File: src/rtl/dco_tune_pkg.sv
// Package: default field widths of the tuning word encoder.
// Assumes the word is laid out coarse | medium | fine | dither, MSB first.
package dco_tune_pkg;
    localparam int COARSE_BITS = 2;
    localparam int MEDIUM_BITS = 3;
    localparam int FINE_BITS   = 4;
    localparam int DITHER_BITS = 4;
endpackage

File: src/rtl/bin2therm.sv
// Binary-to-thermometer converter.
// Line i is high when the binary input is greater than i, so value N
// lights lines 0..N-1. Purely combinational; assumes BITS >= 1.
module bin2therm #(
    parameter int BITS = 3
) (
    input  logic [BITS-1:0]        bin_i,
    output logic [(1<<BITS)-2:0]   therm_o
);
    localparam int LINES = (1 << BITS) - 1;

    // one comparator per output line
    for (genvar i = 0; i < LINES; i++) begin : g_line
        assign therm_o[i] = (bin_i > BITS'(i));
    end

    // lines must form an unbroken run of ones starting at bit 0
    always_comb begin

        therm_shape_chk: assert (((therm_o + LINES'(1)) & therm_o) == '0);
    end
endmodule

File: src/rtl/sd_dither.sv
// First-order sigma-delta modulator: an accumulator adds the dither
// value each clock; the adder carry-out is the dither pulse.
// Assumes d_i only changes between clock edges (it comes from a register).
module sd_dither #(
    parameter int W = 4
) (
    input  logic         clk,
    input  logic         rst_n,
    input  logic [W-1:0] d_i,
    output logic         carry_o
);
    logic [W-1:0] acc_q;
    logic [W:0]   sum;

    // adder with carry-out
    always_comb begin
        sum     = {1'b0, acc_q} + {1'b0, d_i};
        carry_o = sum[W];
    end

    // accumulator register, keeps residue until reset
    always_ff @(posedge clk) begin
        if (!rst_n) acc_q <= '0;
        else        acc_q <= sum[W-1:0];
    end

    // window monitor: cycles and pulses counted while d_i stays constant
    localparam int SPAN = 1 << W;
    logic [W:0]   win_q;
    logic [W:0]   pulses_q;
    logic [W-1:0] d_last_q;

    // restart the window when d_i changes or after a full span
    always_ff @(posedge clk) begin
        if (!rst_n) begin
            win_q    <= '0;
            pulses_q <= '0;
            d_last_q <= '0;
        end else begin
            d_last_q <= d_i;
            if (d_i != d_last_q || win_q == (W+1)'(SPAN)) begin
                win_q    <= (W+1)'(1);
                pulses_q <= (W+1)'(carry_o);
            end else begin
                win_q    <= win_q + (W+1)'(1);
                pulses_q <= pulses_q + (W+1)'(carry_o);
            end
        end
    end


    dither_window_chk: assert property (@(posedge clk) disable iff (!rst_n)
        (win_q == (W+1)'(SPAN)) |-> (pulses_q == {1'b0, d_last_q}));
endmodule

File: src/rtl/dco_tune_encoder.sv
// Segmented tuning word encoder.
// Captures a tuning word on load, expands coarse/medium/fine fields to
// thermometer lines, and dithers the fine field by one step using a
// sigma-delta carry (saturating at full scale). Synchronous active-low reset.
module dco_tune_encoder
    import dco_tune_pkg::*;
#(
    parameter int C_BITS = COARSE_BITS,
    parameter int M_BITS = MEDIUM_BITS,
    parameter int F_BITS = FINE_BITS,
    parameter int D_BITS = DITHER_BITS
) (
    input  logic                                clk,
    input  logic                                rst_n,
    input  logic                                load,
    input  logic [C_BITS+M_BITS+F_BITS+D_BITS-1:0] tune_word,
    output logic [(1<<C_BITS)-2:0]              coarse_th,
    output logic [(1<<M_BITS)-2:0]              medium_th,
    output logic [(1<<F_BITS)-2:0]              fine_th,
    output logic                                dither_o
);
    localparam int WORD_W = C_BITS + M_BITS + F_BITS + D_BITS;
    localparam int F_LO   = D_BITS;
    localparam int M_LO   = F_LO + F_BITS;
    localparam int C_LO   = M_LO + M_BITS;

    logic [WORD_W-1:0] word_q;
    logic [C_BITS-1:0] coarse_q;
    logic [M_BITS-1:0] medium_q;
    logic [F_BITS-1:0] fine_q;
    logic [D_BITS-1:0] dith_q;
    logic [F_BITS:0]   fine_sum;
    logic [F_BITS-1:0] fine_eff;

    // capture register for the tuning word
    always_ff @(posedge clk) begin
        if (!rst_n)    word_q <= '0;
        else if (load) word_q <= tune_word;
    end

    // field split
    assign coarse_q = word_q[C_LO +: C_BITS];
    assign medium_q = word_q[M_LO +: M_BITS];
    assign fine_q   = word_q[F_LO +: F_BITS];
    assign dith_q   = word_q[0 +: D_BITS];

    sd_dither #(.W(D_BITS)) u_sd (
        .clk     (clk),
        .rst_n   (rst_n),
        .d_i     (dith_q),
        .carry_o (dither_o)
    );

    // add the dither step to the fine field, clamping at full scale
    always_comb begin
        fine_sum = {1'b0, fine_q} + {{F_BITS{1'b0}}, dither_o};
        fine_eff = fine_sum[F_BITS] ? '1 : fine_sum[F_BITS-1:0];
    end

    bin2therm #(.BITS(C_BITS)) u_coarse (.bin_i(coarse_q), .therm_o(coarse_th));
    bin2therm #(.BITS(M_BITS)) u_medium (.bin_i(medium_q), .therm_o(medium_th));
    bin2therm #(.BITS(F_BITS)) u_fine   (.bin_i(fine_eff), .therm_o(fine_th));


    fine_sat_chk: assert property (@(posedge clk) disable iff (!rst_n)
        (fine_q == '1) |-> (fine_th == '1));


    fine_step_chk: assert property (@(posedge clk) disable iff (!rst_n)
        (dither_o && fine_q != '1) |-> ($countones(fine_th) == int'(fine_q) + 1));


    word_hold_chk: assert property (@(posedge clk) disable iff (!rst_n)
        !load |=> ($stable(coarse_th) && $stable(medium_th) && $stable(fine_q)));


    reset_clear_chk: assert property (@(posedge clk)
        !rst_n |=> (coarse_th == '0 && medium_th == '0 && fine_q == '0 && dith_q == '0));
endmodule

File: config.mk
export PLATFORM = sky130hd
export DESIGN_NAME = dco_tune_encoder
export DESIGN_NICKNAME = d
export VERILOG_FILES = /design/src/rtl/dco_tune_pkg.sv /design/src/rtl/bin2therm.sv /design/src/rtl/sd_dither.sv /design/src/rtl/dco_tune_encoder.sv
export SDC_FILE = /design/constraint.sdc
export NUM_CORES = 1
export LEC_CHECK = 0
export BUFFER_PORTS_ARGS = -buffer_cell sky130_fd_sc_hd__clkbuf_2
export CAP_MARGIN = 40
export CORE_MARGIN = 2
export CORE_UTILIZATION = 45
export CTS_BUF_LIST = sky130_fd_sc_hd__clkbuf_4 sky130_fd_sc_hd__clkbuf_8
export DETAILED_ROUTE_END_ITERATION = 10
export PLACE_DENSITY = 0.75
export SYNTH_ARGS = -nofsm -noshare
export SYNTH_HDL_FRONTEND = slang
export SYNTH_HIERARCHICAL = 1
export SYNTH_SLANG_ARGS = --single-unit
File: constraint.sdc
create_clock -name clk -period 3.6 [get_ports clk]
set_clock_uncertainty 0.2 [all_clocks]
set_input_delay 0.36 -clock clk [delete_from_list [all_inputs] [get_ports clk]]
set_output_delay 0.36 -clock clk [all_outputs]
set_load 0.005 [all_outputs]
==> Yosys cells after proc, flatten, opt, wreduce, memory -nomap -nowiden <==
Index checks and enable logic that the tools add are counted.
{ "word_totals": {"wordCells": 30, "output_inout_bits": 26, "ff_bits": 17, "in_bits": 16} }
{ "classes": {"n_mux": 1, "order_cmp": 25, "add_sub_neg": 2} }
{ "op_table": {"columns": ["cell", "count"], "rows": [
  ["4-bit greater-than comparator, second input constant", 7],
  ["4-bit by 3-bit greater-than comparator with 1-bit output, second input constant", 4],
  ["3-bit greater-than comparator, second input constant", 3],
  ["4-bit by 1-bit greater-than comparator with 1-bit output, second input constant", 2],
  ["4-bit by 2-bit greater-than comparator with 1-bit output, second input constant", 2],
  ["3-bit by 1-bit greater-than comparator with 1-bit output, second input constant", 2],
  ["3-bit by 2-bit greater-than comparator with 1-bit output, second input constant", 2],
  ["4-bit by 1-bit adder with 5-bit output", 1],
  ["4-bit by 4-bit adder with 5-bit output", 1],
  ["2-bit by 1-bit greater-than comparator with 1-bit output, second input constant", 2],
  ["4-bit two-way mux", 1],
  ["2-bit greater-than comparator, second input constant", 1]
]} }

==> Logic depth before layout (Yosys ltp) <==
Gate-level depths: netlist of the first run.
{ "depth": {"depth_word": 4, "mapped_depth": 13, "mapped_depth_nobuf": 12} }

==> By module <==
The synthesis of the first run kept the hierarchy.
{ "modules_own_cells": {"columns": ["module", "cells_per_inst", "instances", "seq_area_each_um2", "area_each_um2"], "rows": [
  ["dco_tune_encoder", 53, 1, 260.2, 585.6],
  ["sd_dither", 24, 1, 80.1, 241.5],
  ["bin2therm (u_fine)", 24, 1, 0.0, 140.1],
  ["bin2therm (u_medium)", 7, 1, 0.0, 47.5],
  ["bin2therm (u_coarse)", 3, 1, 0.0, 17.5]
]} }

==> Worst setup path before layout of the first run <==
OpenSTA, ideal clock, no wires.
{ "synth_path": {"kind": "register -> output", "startpoint": "register word_q[0]", "endpoint": "output fine_th[1]", "path_buffers": 1, "arrival_ns": 2.241, "path_stages_with_launch": 12, "required_ns": 3.040, "setup_slack_ns": 0.799, "cell_sequence": "dfxtp_1 -> ha_1 -> inv_1 -> fa_1 -> nor2b_1 -> o21ai_0 -> nand2b_1 -> ha_1 -> ha_1 -> nand2b_1 -> buf_6 -> or3_1"} }
{ "synth_between": {"elab_chain_len": 4} }
{ "synth_rtl": {"columns": ["element", "line", "source"], "rows": [
  ["start: declaration", "dco_tune_encoder.sv:27", "logic [WORD_W-1:0] word_q;"],
  ["start signal: assignment", "dco_tune_encoder.sv:38", "else if (load) word_q <= tune_word;"],
  ["4-bit by 4-bit adder with 5-bit output", "sd_dither.sv:17", "sum = {1'b0, acc_q} + {1'b0, d_i};"],
  ["named net dither_o", "dco_tune_encoder.sv:20", "output logic dither_o"],
  ["4-bit by 1-bit adder with 5-bit output", "dco_tune_encoder.sv:56", "fine_sum = {1'b0, fine_q} + {{F_BITS{1'b0}}, dither_o};"],
  ["4-bit two-way mux", "dco_tune_encoder.sv:57", "fine_eff = fine_sum[F_BITS] ? '1 : fine_sum[F_BITS-1:0];"],
  ["named net fine_eff[1]", "dco_tune_encoder.sv:33", "logic [F_BITS-1:0] fine_eff;"],
  ["4-bit by 1-bit greater-than comparator with 1-bit output", "bin2therm.sv:14", "assign therm_o[i] = (bin_i > BITS'(i));"],
  ["end: declaration", "dco_tune_encoder.sv:19", "output logic [(1<<F_BITS)-2:0] fine_th,"]
]} }
The timed path passes the listed nets, and every way through them passes these cells.

==> Final worst setup path of the first run <==
{ "layout_path": {"startpoint": "register word_q[0]", "endpoint": "output fine_th[1]"} }
{ "layout_between": {"elab_chain_len": 4} }
{ "layout_rtl": {"columns": ["element", "line"], "rows": [
  ["4-bit by 4-bit adder with 5-bit output", "sd_dither.sv:17"],
  ["4-bit by 1-bit adder with 5-bit output", "dco_tune_encoder.sv:56"],
  ["4-bit two-way mux", "dco_tune_encoder.sv:57"],
  ["named net fine_eff[1]", "dco_tune_encoder.sv:33"],
  ["4-bit by 1-bit greater-than comparator with 1-bit output", "bin2therm.sv:14"]
]} }
The timed path passes the listed nets, and every way through them passes these cells.

==> flow_summary.ini, run 1 <==
[clock_network]
cts.htree.levels = 1
cts_inserted_buffers = 3
postCtsHoldBufs = 0
clock_tree.root_cell = sky130_fd_sc_hd__clkbuf_4
clock_network_latency_to_the_later_pin_of_the_worst_skew_pair_ps = 280
cts_max_path_buffers = 2
path_clk_slew_ps = 90
clock-sinks = 17
cts_tree = built

[grt]
grt_usage_pct = 14.37
grt_start_max_net_pins = 19
grt_antenna_before_repair = 0
grt_pass1_vias = 702
grt_pass1_wl_mm = 2.946
grt.overflow.total = 0

[detailed_routing]
drtIter0Drc = 9
detail_route.wirelength_mm = 1.761
vias_per_cell = 4.659
post_drt_wl_per_cell_um = 10.01
final_antenna_net_count = 0
drtPass1Iterations = 4
total_vias_in_the_final_route = 820
drc_errors = 0

[synthesis]
postSynthCellCount = 111
yosysWarningCount = 6
synth_register_bits = 17
syn-mean-instance-area_um2 = 9.299
synth_nets = 134
netlist-cell-type-count = 30
synth-seq-area-share_pct = 32.97
syn_area_um2 = 1032

[layout]
fillers = 215
sequential_cell_area_um2 = 340.3
final_cell_area_um2 = 1240
area_used_by_multi_input_combinational_logic_um2 = 603.1
fin_nets = 172
final_layout_size_suffix_gt1_share_pct = 37.84
final_util_pct = 56.60
num_antenna_cells = 0
areaGrowthSynthToFinish_pct = 20.12

[timing]
worst_pin_slew_ps = 431.6
clock.fmax_mhz = 299.4
finalWorstPathRequiredPeriod_ps = 3340
max_slew_margin_pct = 71.23
min_period_over_period_pct = 92.77
final_max_slew_viol_count = 0
grt_setup_unrepaired = false
hold_viol = 0
tns_ps = 0
setup_viol_count_final = 0

[die]
die_x_um = 51.90
total_die_area_um2 = 2693
core.rowCount = 17
total_core_area_um2 = 2191
vertical_die_dimension_um = 51.90
ios = 42
initial_utilization_pct = 47.12

[critical_path]
worstSetupEndpointType = primary output
crit_path_start_kind = flip-flop
critical_path_required_ps = 3040
crit_path_max_incr_delay_ps = 430
criticalPathCategory = flip-flop to primary output
critical_path.cell_chain = ha_1 > inv_1 > fa_1 > nor2b_1 > o21ai_0 > nand2b_1 > ha_1 > ha_1 > nand2b_1 > or3_1 > clkbuf_2
setup.reg_to_reg.worst_slack_ps = 2090
worstPathBufferInverterCount = 2
worst_ep_arrival_time_ps = 2780
critical_path_peak_fanout = 10
crit_family = adder cells
path_common_cell = sky130_fd_sc_hd__ha_1
crit_path_top_delay_cell = sky130_fd_sc_hd__or3_1

[place]
port_buffer_count = 41
place.detailed.hpwl_mm = 1.377
gp_routability_congestion = 0.7124
placement.cell_area_um2 = 1206

[power_and_ir_drop]
cellLeakagePower_uw = 0.0006758
power_per_cell_area_nw_per_um2 = 324.9
maximum_vdd_drop_mv = 0.1883

[outcome]
run_status = finished, final reports clean

[run]
maxCapViolations = 0

[hold_path]
holdCritPathClass = input port to flip-flop
==> placed cells by master (no fill, tap or decap) <==
master,n
sky130_fd_sc_hd__a21o_1,1
sky130_fd_sc_hd__a21o_2,2
sky130_fd_sc_hd__a21oi_1,1
sky130_fd_sc_hd__a21oi_2,2
sky130_fd_sc_hd__a31o_2,1
sky130_fd_sc_hd__a31oi_1,1
sky130_fd_sc_hd__a41oi_1,1
sky130_fd_sc_hd__and2_1,1
sky130_fd_sc_hd__and2_2,2
sky130_fd_sc_hd__and3_2,2
sky130_fd_sc_hd__buf_4,1
sky130_fd_sc_hd__clkbuf_2,41
sky130_fd_sc_hd__clkbuf_4,4
sky130_fd_sc_hd__dfxtp_1,17
sky130_fd_sc_hd__fa_1,1
sky130_fd_sc_hd__ha_1,6
sky130_fd_sc_hd__inv_1,5
sky130_fd_sc_hd__mux2i_1,14
sky130_fd_sc_hd__nand2_1,5
sky130_fd_sc_hd__nand2b_1,5
sky130_fd_sc_hd__nand3_1,1
sky130_fd_sc_hd__nor2_1,5
sky130_fd_sc_hd__nor2b_1,19
sky130_fd_sc_hd__nor3b_1,1
sky130_fd_sc_hd__o21a_1,2
sky130_fd_sc_hd__o21ai_0,2
sky130_fd_sc_hd__o31a_2,1
sky130_fd_sc_hd__or2_1,2
sky130_fd_sc_hd__or3_1,2
==> flip-flops by register name, summed over array words and instances, names as in the netlist <==
signal,count
word_q,13
u_sd/acc_q,4
==> power by group <==
| part | switching (uW) | internal, uW | leakage (uW) | total [uW] |
|---|---|---|---|---|
| Sequential | 9.99 | 201 | 0.000140 | 211 |
| Clock | 52.6 | 50.5 | 0.0000184 | 103 |
| Combinational | 41.1 | 47.3 | 0.000517 | 88.4 |
| Total | 104 | 299 | 0.000676 | 403 |
==> per-layer routing <==
metal  vias up  share of wire [%]  global-route usage, %
met5         -                  0                      0
met4         0               0.97                  6.140
met3         2                4.4                  3.736
met2        20                 46                  23.00
met1       358                 48                  18.13
li1        440                  -                      -
==> per-stage QoR <==
step | setup slack [ps] | instances | power, uW | hold slack, ps
after global placement | 571.9 | 172 | 301.1 | 307.3
final | 260.1 | 176 | 402.9 | 137.9
after global routing | 7.631 | 176 | 431.9 | 137.2
after CTS | 128.2 | 176 | 410.6 | 130.4
after floorplan | 799.0 | 111 | 277.2 | 281.7
after detailed placement | 453.2 | 172 | 305.4 | 331.1
==> synthesized netlist by cell type (all sizes together) <==
library cell | instances | area share (%)
mux2i | 14 | 14
o31a | 1 | 0.97
ha | 6 | 7.3
nor2b | 19 | 12
o21ai | 2 | 0.97
nand2b | 5 | 3.0
a41oi | 1 | 0.85
clkbuf | 4 | 1.5
o21a | 2 | 1.5
a21o | 3 | 2.4
and2 | 3 | 2.1
a31oi | 1 | 0.61
buf | 5 | 5.7
or2 | 2 | 1.2
nand3 | 1 | 0.48
inv | 5 | 1.8
nor3b | 1 | 0.73
or3 | 2 | 1.2
nand2 | 5 | 1.8
dfxtp | 17 | 33
a31o | 1 | 0.85
and3 | 2 | 1.5
fa | 1 | 1.9
a21oi | 3 | 1.8
nor2 | 5 | 1.8
==> what timing repair did <==
action,in CTS,in global routing
resized for setup,0,1
setup buffers,0,0
setup endpoints to repair,0,14
==> cells by family (layout without fill, tap and decap cells) <==
logic type      Yosys count  in the layout  share of synthesized area, %
simple gates             45             45                         25.33
flops                    17             17                         32.97
compound gates           14             14                         9.941
mux                      14             14                         13.58
buf+inv                  14             51                         8.969
fa+ha+maj                 7              7                         9.212
==> cell type report <==
| cell class | instances | area share [%] |
|---|---|---|
| sequential | 17 | 27.45 |
| clock buffer | 4 | 2.422 |
| inverter | 5 | 1.514 |
| tap | 28 | 2.825 |
| timing repair buffer | 42 | 17.15 |
| multi-input combinational | 80 | 48.64 |
==> tightest hold or removal path, cell delays in order <==
cell	delay, ps
sky130_fd_sc_hd__clkbuf_2	70
sky130_fd_sc_hd__mux2i_1	50
sky130_fd_sc_hd__nor2b_1	90
==> final timing paths <==
kind	from	endpoint	cells after the start
setup reg to reg	word_q[0]	u_sd/acc_q[2]	5
hold / removal	tune_word[5]	word_q[5]	3
setup / recovery	word_q[0]	fine_th[1]	11
hold reg to reg	word_q[3]	word_q[3]	2
Note: power is estimated with default switching activity, not from simulation.
==> run 2, diff against run 1 <==
--- a/config.mk
+++ b/config.mk
@@ -8,10 +8,10 @@
 export BUFFER_PORTS_ARGS = -buffer_cell sky130_fd_sc_hd__clkbuf_2
 export CAP_MARGIN = 40
 export CORE_MARGIN = 2
-export CORE_UTILIZATION = 45
+export CORE_UTILIZATION = 49
 export CTS_BUF_LIST = sky130_fd_sc_hd__clkbuf_4 sky130_fd_sc_hd__clkbuf_8
 export DETAILED_ROUTE_END_ITERATION = 10
-export PLACE_DENSITY = 0.75
+export PLACE_DENSITY = 0.81
 export SYNTH_ARGS = -nofsm -noshare
 export SYNTH_HDL_FRONTEND = slang
 export SYNTH_HIERARCHICAL = 1
==> flow_summary.ini, run 2 (synthesis results as in run 1) <==
[detailed_routing]
drtIter0Drc = 6
final_antenna_net_count = 0
post_drt_wl_per_cell_um = 11.09
vias_per_cell = 4.886
total_vias_in_the_final_route = 855
drc_errors = 0
drtPass1Iterations = 4
detail_route.wirelength_mm = 1.941

[critical_path]
critical_path_required_ps = 3040
criticalPathCategory = flip-flop to primary output
worst-r2r-cell-count = 5
critical_path_peak_fanout = 10
worst_ep_arrival_time_ps = 2830
crit_path_start_kind = flip-flop
worstSetupEndpointType = primary output

[layout]
flip_flop_count_of_the_largest_register_all_copies_and_words_added = 13
max_flop_register = word_q
areaGrowthSynthToFinish_pct = 20.00
final_layout_size_suffix_gt1_share_pct = 37.84
layout.cells.most_common_list = sky130_fd_sc_hd__clkbuf_2 (41), sky130_fd_sc_hd__nor2b_1 (19), sky130_fd_sc_hd__dfxtp_1 (17)
num_antenna_cells = 0
fin_nets = 172
reg.largest.list = word_q: 13 flops, u_sd/acc_q: 4 flops
final_common_cell = sky130_fd_sc_hd__clkbuf_2

[die]
die_x_um = 49.90
ios = 42
initial_utilization_pct = 52.08
total_core_area_um2 = 1982
total_die_area_um2 = 2490
core.rowCount = 16
vertical_die_dimension_um = 49.90

[clock_network]
cts_tree = built
path_clk_slew_ps = 90
clock_network_latency_to_the_later_pin_of_the_worst_skew_pair_ps = 290
clock-sinks = 17
cts.htree.levels = 1
clock_tree.root_cell = sky130_fd_sc_hd__clkbuf_4
cts_inserted_buffers = 3
cts_max_path_buffers = 2
post-cts-setup-buffers = 0

[timing]
grt_setup_unrepaired = false
worst_pin_slew_ps = 435.2
max_slew_margin_pct = 70.99
setup_viol_count_final = 0
fin_hold_ws_ps = 122.1
clock.fmax_mhz = 295.2
min_period_over_period_pct = 94.10
hold_viol = 0
final_max_slew_viol_count = 0
tns_ps = 0
finalWorstPathRequiredPeriod_ps = 3388

[power_and_ir_drop]
cell_internal_pwr_uw = 299.5
maximum_vdd_drop_mv = 0.2455
combinational_cell_fraction_of_total_power_pct = 21.9
netSwitchingFraction_pct = 27.01
power_per_cell_area_nw_per_um2 = 331.3
cellLeakagePower_uw = 0.0006758
part_of_the_power_in_the_clock_network_pct = 26.5
pwr-share-seq_pct = 51.6
power.net_switching_uw = 110.9

[grt]
grt_pass1_vias = 755
grt_usage_pct = 16.63
grt_start_max_net_pins = 19
grt_pass1_wl_mm = 3.194
grt_antenna_before_repair = 0
grt.overflow.total = 0

[run]
maxCapViolations = 0

[place]
gp_routability_congestion = 0.7288
port_buffer_count = 41

[hold_path]
holdCritPathClass = input port to flip-flop
whs_path_depth = 3

[outcome]
run_status = finished, final reports clean
## run 2: metal layers
layer	vias to the layer above	routed length, um	track usage [%]	share of wire [%]
li1	443	-	-	-
met1	382	855	17.51	44
met2	26	964	30.22	50
met3	4	89	3.636	4.6
met4	0	31	9.259	1.6
met5	-	0	0	0
## run 2: power groups by stage
stage | Clock [uW] | Sequential [uW] | Combinational (uW)
CTS | 114 | 212 | 90.6
global route | 123 | 214 | 101
floorplan | 0 | 213 | 64.4
global placement | 0 | 214 | 86.6
detailed placement | 0 | 216 | 90.2
finish | 109 | 212 | 90.0
## run 2: area by class of cell
type | instances | area [um^2]
fill | 167 | 743.2
tap | 27 | 33.78
multi-input combinational | 80 | 603.1
clock buffer | 4 | 30.03
inverter | 5 | 18.77
timing repair buffer | 42 | 212.7
sequential | 17 | 340.3
## run 2: worst paths after layout
kind | startpoint | to | slack [ps]
worst max-delay path | word_q[0] | fine_th[1] | 210
worst min-delay path | tune_word[2] | word_q[2] | 120
worst max register to register | word_q[0] | u_sd/acc_q[2] | 2070
worst min register to register | word_q[0] | word_q[0] | 330
## run 2: through the flow
step,cell area [um^2],total power [uW],worst slack [ps],std cells,utilization (%)
after floorplan,1032,277.2,799.0,111,-
after global placement,1205,301.1,576.2,171,60.80
after detailed placement,1205,306.2,409.1,171,60.80
after CTS,1235,416.4,67.67,175,62.31
after global routing,1239,437.4,34.28,175,62.50
final,1239,410.4,212.2,175,62.50
## run 2: timing repair
action	in CTS	in global routing
endpoints found under the hold margin	0	0
endpoints found under the setup margin	0	14
resized for setup	0	1
hold buffers	0	0
## run 2: critical path: stages, from the launching register on
cell and delay, ps:
sky130_fd_sc_hd__dfxtp_1 340, sky130_fd_sc_hd__ha_1 160, sky130_fd_sc_hd__inv_1 50, sky130_fd_sc_hd__fa_1 380
sky130_fd_sc_hd__nor2b_1 170, sky130_fd_sc_hd__o21ai_0 100, sky130_fd_sc_hd__nand2b_1 100, sky130_fd_sc_hd__ha_1 190
sky130_fd_sc_hd__ha_1 240, sky130_fd_sc_hd__nand2b_1 270, sky130_fd_sc_hd__or3_1 420, sky130_fd_sc_hd__clkbuf_2 120
==> run 3, diff against run 2 <==
--- a/config.mk
+++ b/config.mk
@@ -8,11 +8,10 @@
 export BUFFER_PORTS_ARGS = -buffer_cell sky130_fd_sc_hd__clkbuf_2
 export CAP_MARGIN = 40
 export CORE_MARGIN = 2
-export CORE_UTILIZATION = 49
+export CORE_UTILIZATION = 50
 export CTS_BUF_LIST = sky130_fd_sc_hd__clkbuf_4 sky130_fd_sc_hd__clkbuf_8
 export DETAILED_ROUTE_END_ITERATION = 10
-export PLACE_DENSITY = 0.81
+export PLACE_DENSITY = 0.82
 export SYNTH_ARGS = -nofsm -noshare
 export SYNTH_HDL_FRONTEND = slang
-export SYNTH_HIERARCHICAL = 1
 export SYNTH_SLANG_ARGS = --single-unit
==> flow_summary.ini, run 3 <==
[synthesis]
post_synth_fa_ha_maj_area_fraction_pct = 8.994
yosysWarningCount = 0
synth_top_cell_area_share_pct = 32.19
synth-seq-area-share_pct = 32.19
synth_register_bits = 17
synth_top_flop_cell = sky130_fd_sc_hd__dfxtp_1
post_synth_mux_area_share_pct = 15.38
synth_compound_gate_area_share_pct = 14.08
synth_common_cells = sky130_fd_sc_hd__dfxtp_1 (17), sky130_fd_sc_hd__mux2i_1 (14), sky130_fd_sc_hd__nor2b_1 (13)
synth-edff-count = 0
syn_area_um2 = 1057
post_synth_main_area_contributors = sky130_fd_sc_hd__dfxtp_1 (32%), sky130_fd_sc_hd__mux2i_1 (13%), sky130_fd_sc_hd__nor2b_1 (7.7%)
async_reset_ff_share_pct = 0
dominant_cell_by_count_in_the_synthesized_netlist = sky130_fd_sc_hd__dfxtp_1
syn-mean-instance-area_um2 = 9.194
synthXorXnorAreaFrac_pct = 0.8284
synth_nets = 138
netlist.top_cell.by_area = sky130_fd_sc_hd__dfxtp_1
yosys.area_share.simple_pct = 23.20
main_combinational_cell_family_by_area_after_synthesis = simple AND/OR/NAND/NOR gates
netlist-cell-type-count = 32
postSynthCellCount = 115

[critical_path]
critical_path_peak_fanout = 12
crit-reg2reg-capture = u_sd.acc_q[2]
setup.reg_to_reg.worst_slack_ps = 2040
criticalPathCategory = flip-flop to primary output
crit_path_start_kind = flip-flop
critical_path_required_ps = 3040
r2r_start = word_q[0]
worstSetupEndpoint = fine_th[4]
crit_path_max_incr_delay_ps = 420
crit_path_top_delay_cell = sky130_fd_sc_hd__fa_1
worstSetupEndpointType = primary output
worst_setup_path_startpoint = word_q[0]
worst_ep_arrival_time_ps = 2880
worst-r2r-cell-count = 4
critical_path.cell_chain = ha_1 > fa_1 > a21o_1 > a21o_1 > ha_1 > ha_4 > nand2b_1 > mux2i_4 > inv_2 > a211o_1 > clkbuf_2

[timing]
worst_pin_slew_ps = 486.8
hold_viol = 0
max_slew_margin_pct = 67.21
setup_ws_ps = 164.2
fin_hold_ws_ps = 131.6
finalWorstPathRequiredPeriod_ps = 3436
clock.fmax_mhz = 291.1
min_period_over_period_pct = 95.44
setup_viol_count_final = 0
grt_setup_unrepaired = false
final_max_slew_viol_count = 0
tns_ps = 0

[layout]
num_antenna_cells = 0
final_common_cell = sky130_fd_sc_hd__clkbuf_2
reg.largest.list = word_q: 13 flops, u_sd.acc_q: 4 flops
fin_nets = 177
areaGrowthSynthToFinish_pct = 23.67
max_flop_register = word_q
flip_flop_count_of_the_largest_register_all_copies_and_words_added = 13
layout.cells.most_common_list = sky130_fd_sc_hd__clkbuf_2 (41), sky130_fd_sc_hd__dfxtp_1 (17), sky130_fd_sc_hd__mux2i_1 (14)
final_util_pct = 65.97
final_layout_size_suffix_gt1_share_pct = 36.60

[die]
die_x_um = 49.99
total_core_area_um2 = 1982
total_die_area_um2 = 2499
core.rowCount = 16
vertical_die_dimension_um = 49.99
ios = 42
initial_utilization_pct = 53.35

[grt]
grt.overflow.total = 0
grt_start_max_net_pins = 19
grt_pass1_wl_mm = 3.670
grt_antenna_before_repair = 0
grt_pass1_vias = 865
grt_usage_pct = 18.83

[detailed_routing]
total_vias_in_the_final_route = 921
detail_route.wirelength_mm = 2.228
final_antenna_net_count = 0
drtPass1Iterations = 4
post_drt_wl_per_cell_um = 12.38
vias_per_cell = 5.117
drtIter0Drc = 18
drc_errors = 0

[place]
port_buffer_count = 41
place.detailed.hpwl_mm = 1.734
gp_routability_congestion = 0.8230
dpl_worst_slack_ps = 302.9

[clock_network]
path_clk_slew_ps = 80
clock_tree.root_cell = sky130_fd_sc_hd__clkbuf_4
cts_max_path_buffers = 2
clock-sinks = 17
postCtsHoldBufs = 0
cts_tree = built
clock_network_latency_to_the_later_pin_of_the_worst_skew_pair_ps = 280
cts_inserted_buffers = 3
cts.htree.levels = 1

[outcome]
run_status = finished, final reports clean

[hold_path]
holdCritPathClass = input port to flip-flop

[power_and_ir_drop]
maximum_vdd_drop_mv = 0.2672
power_per_cell_area_nw_per_um2 = 316.7
cellLeakagePower_uw = 0.0007175
total_power_uw = 414.1

[run]
maxCapViolations = 0
## run 3: layer usage
metal | global-route usage, % | vias to the layer above | wire length (um)
met4 | 4.167 | 0 | 31
met3 | 5.758 | 4 | 79
met1 | 20.83 | 417 | 904
met5 | 0 | - | 0
li1 | - | 474 | -
met2 | 34.65 | 26 | 1213
## run 3: logic make-up (layout without fill, tap and decap cells)
logic type | after synthesis | after routing
multiplexers | 15 | 15
flip-flops | 17 | 17
buffers and inverters | 12 | 50
AO/OA/AOI/OAI | 23 | 23
AND/OR/NAND/NOR | 40 | 40
XOR/XNOR | 1 | 1
adder cells (fa/ha/maj) | 7 | 7
## run 3: final cells by class
type,count,area [um^2]
Multi-Input combinational cell,86,675.6
Fill cell,170,674.4
Clock buffer,4,30.03
Tap cell,27,33.78
Sequential cell,17,340.3
Timing Repair Buffer,42,212.7
Inverter,4,15.01
## run 3: worst max-delay path: cells and delay by family (launching register included)
family / cells / cell delay (ps)
AND/OR/NAND/NOR: 1 / 180
adder cells (fa/ha/maj): 4 / 1130
AO/OA/AOI/OAI: 3 / 580
buffers and inverters: 2 / 170
multiplexers: 1 / 210
flip-flops: 1 / 320
## run 3: worst min-delay path by stage
stage          cells after the start   endpoint         start  slack (ps)
2_1_floorplan                      2  word_q[0]     word_q[0]         290
3_3_place_gp                       2  word_q[0]     word_q[0]         300
3_5_place_dp                       2  word_q[3]     word_q[3]         320
4_1_cts                            3  word_q[1]  tune_word[1]         120
5_1_grt                            3  word_q[3]  tune_word[3]         140
6_report                           3  word_q[2]  tune_word[2]         130
## run 3: timing repair
action / CTS / global route
buffers inserted: 0 / 1
endpoints found under the setup margin: 1 / 1
gates resized for setup: 1 / 2
endpoints found under the hold margin: 0 / 0
## run 3: stage by stage
step,instances,area (um^2)
2_1_floorplan,115,1057
3_3_place_gp,175,1255
3_5_place_dp,175,1255
4_1_cts,179,1287
5_1_grt,180,1308
6_report,180,1308
## run 3: report_power, final
| group | total [uW] | leakage (uW) | internal [uW] | switching [uW] |
|---|---|---|---|---|
| registers | 216 | 0.000140 | 201 | 14.3 |
| clock network | 104 | 0.0000184 | 50.6 | 53.9 |
| logic | 93.9 | 0.000559 | 50.7 | 43.2 |
| total | 414 | 0.000718 | 303 | 111 |
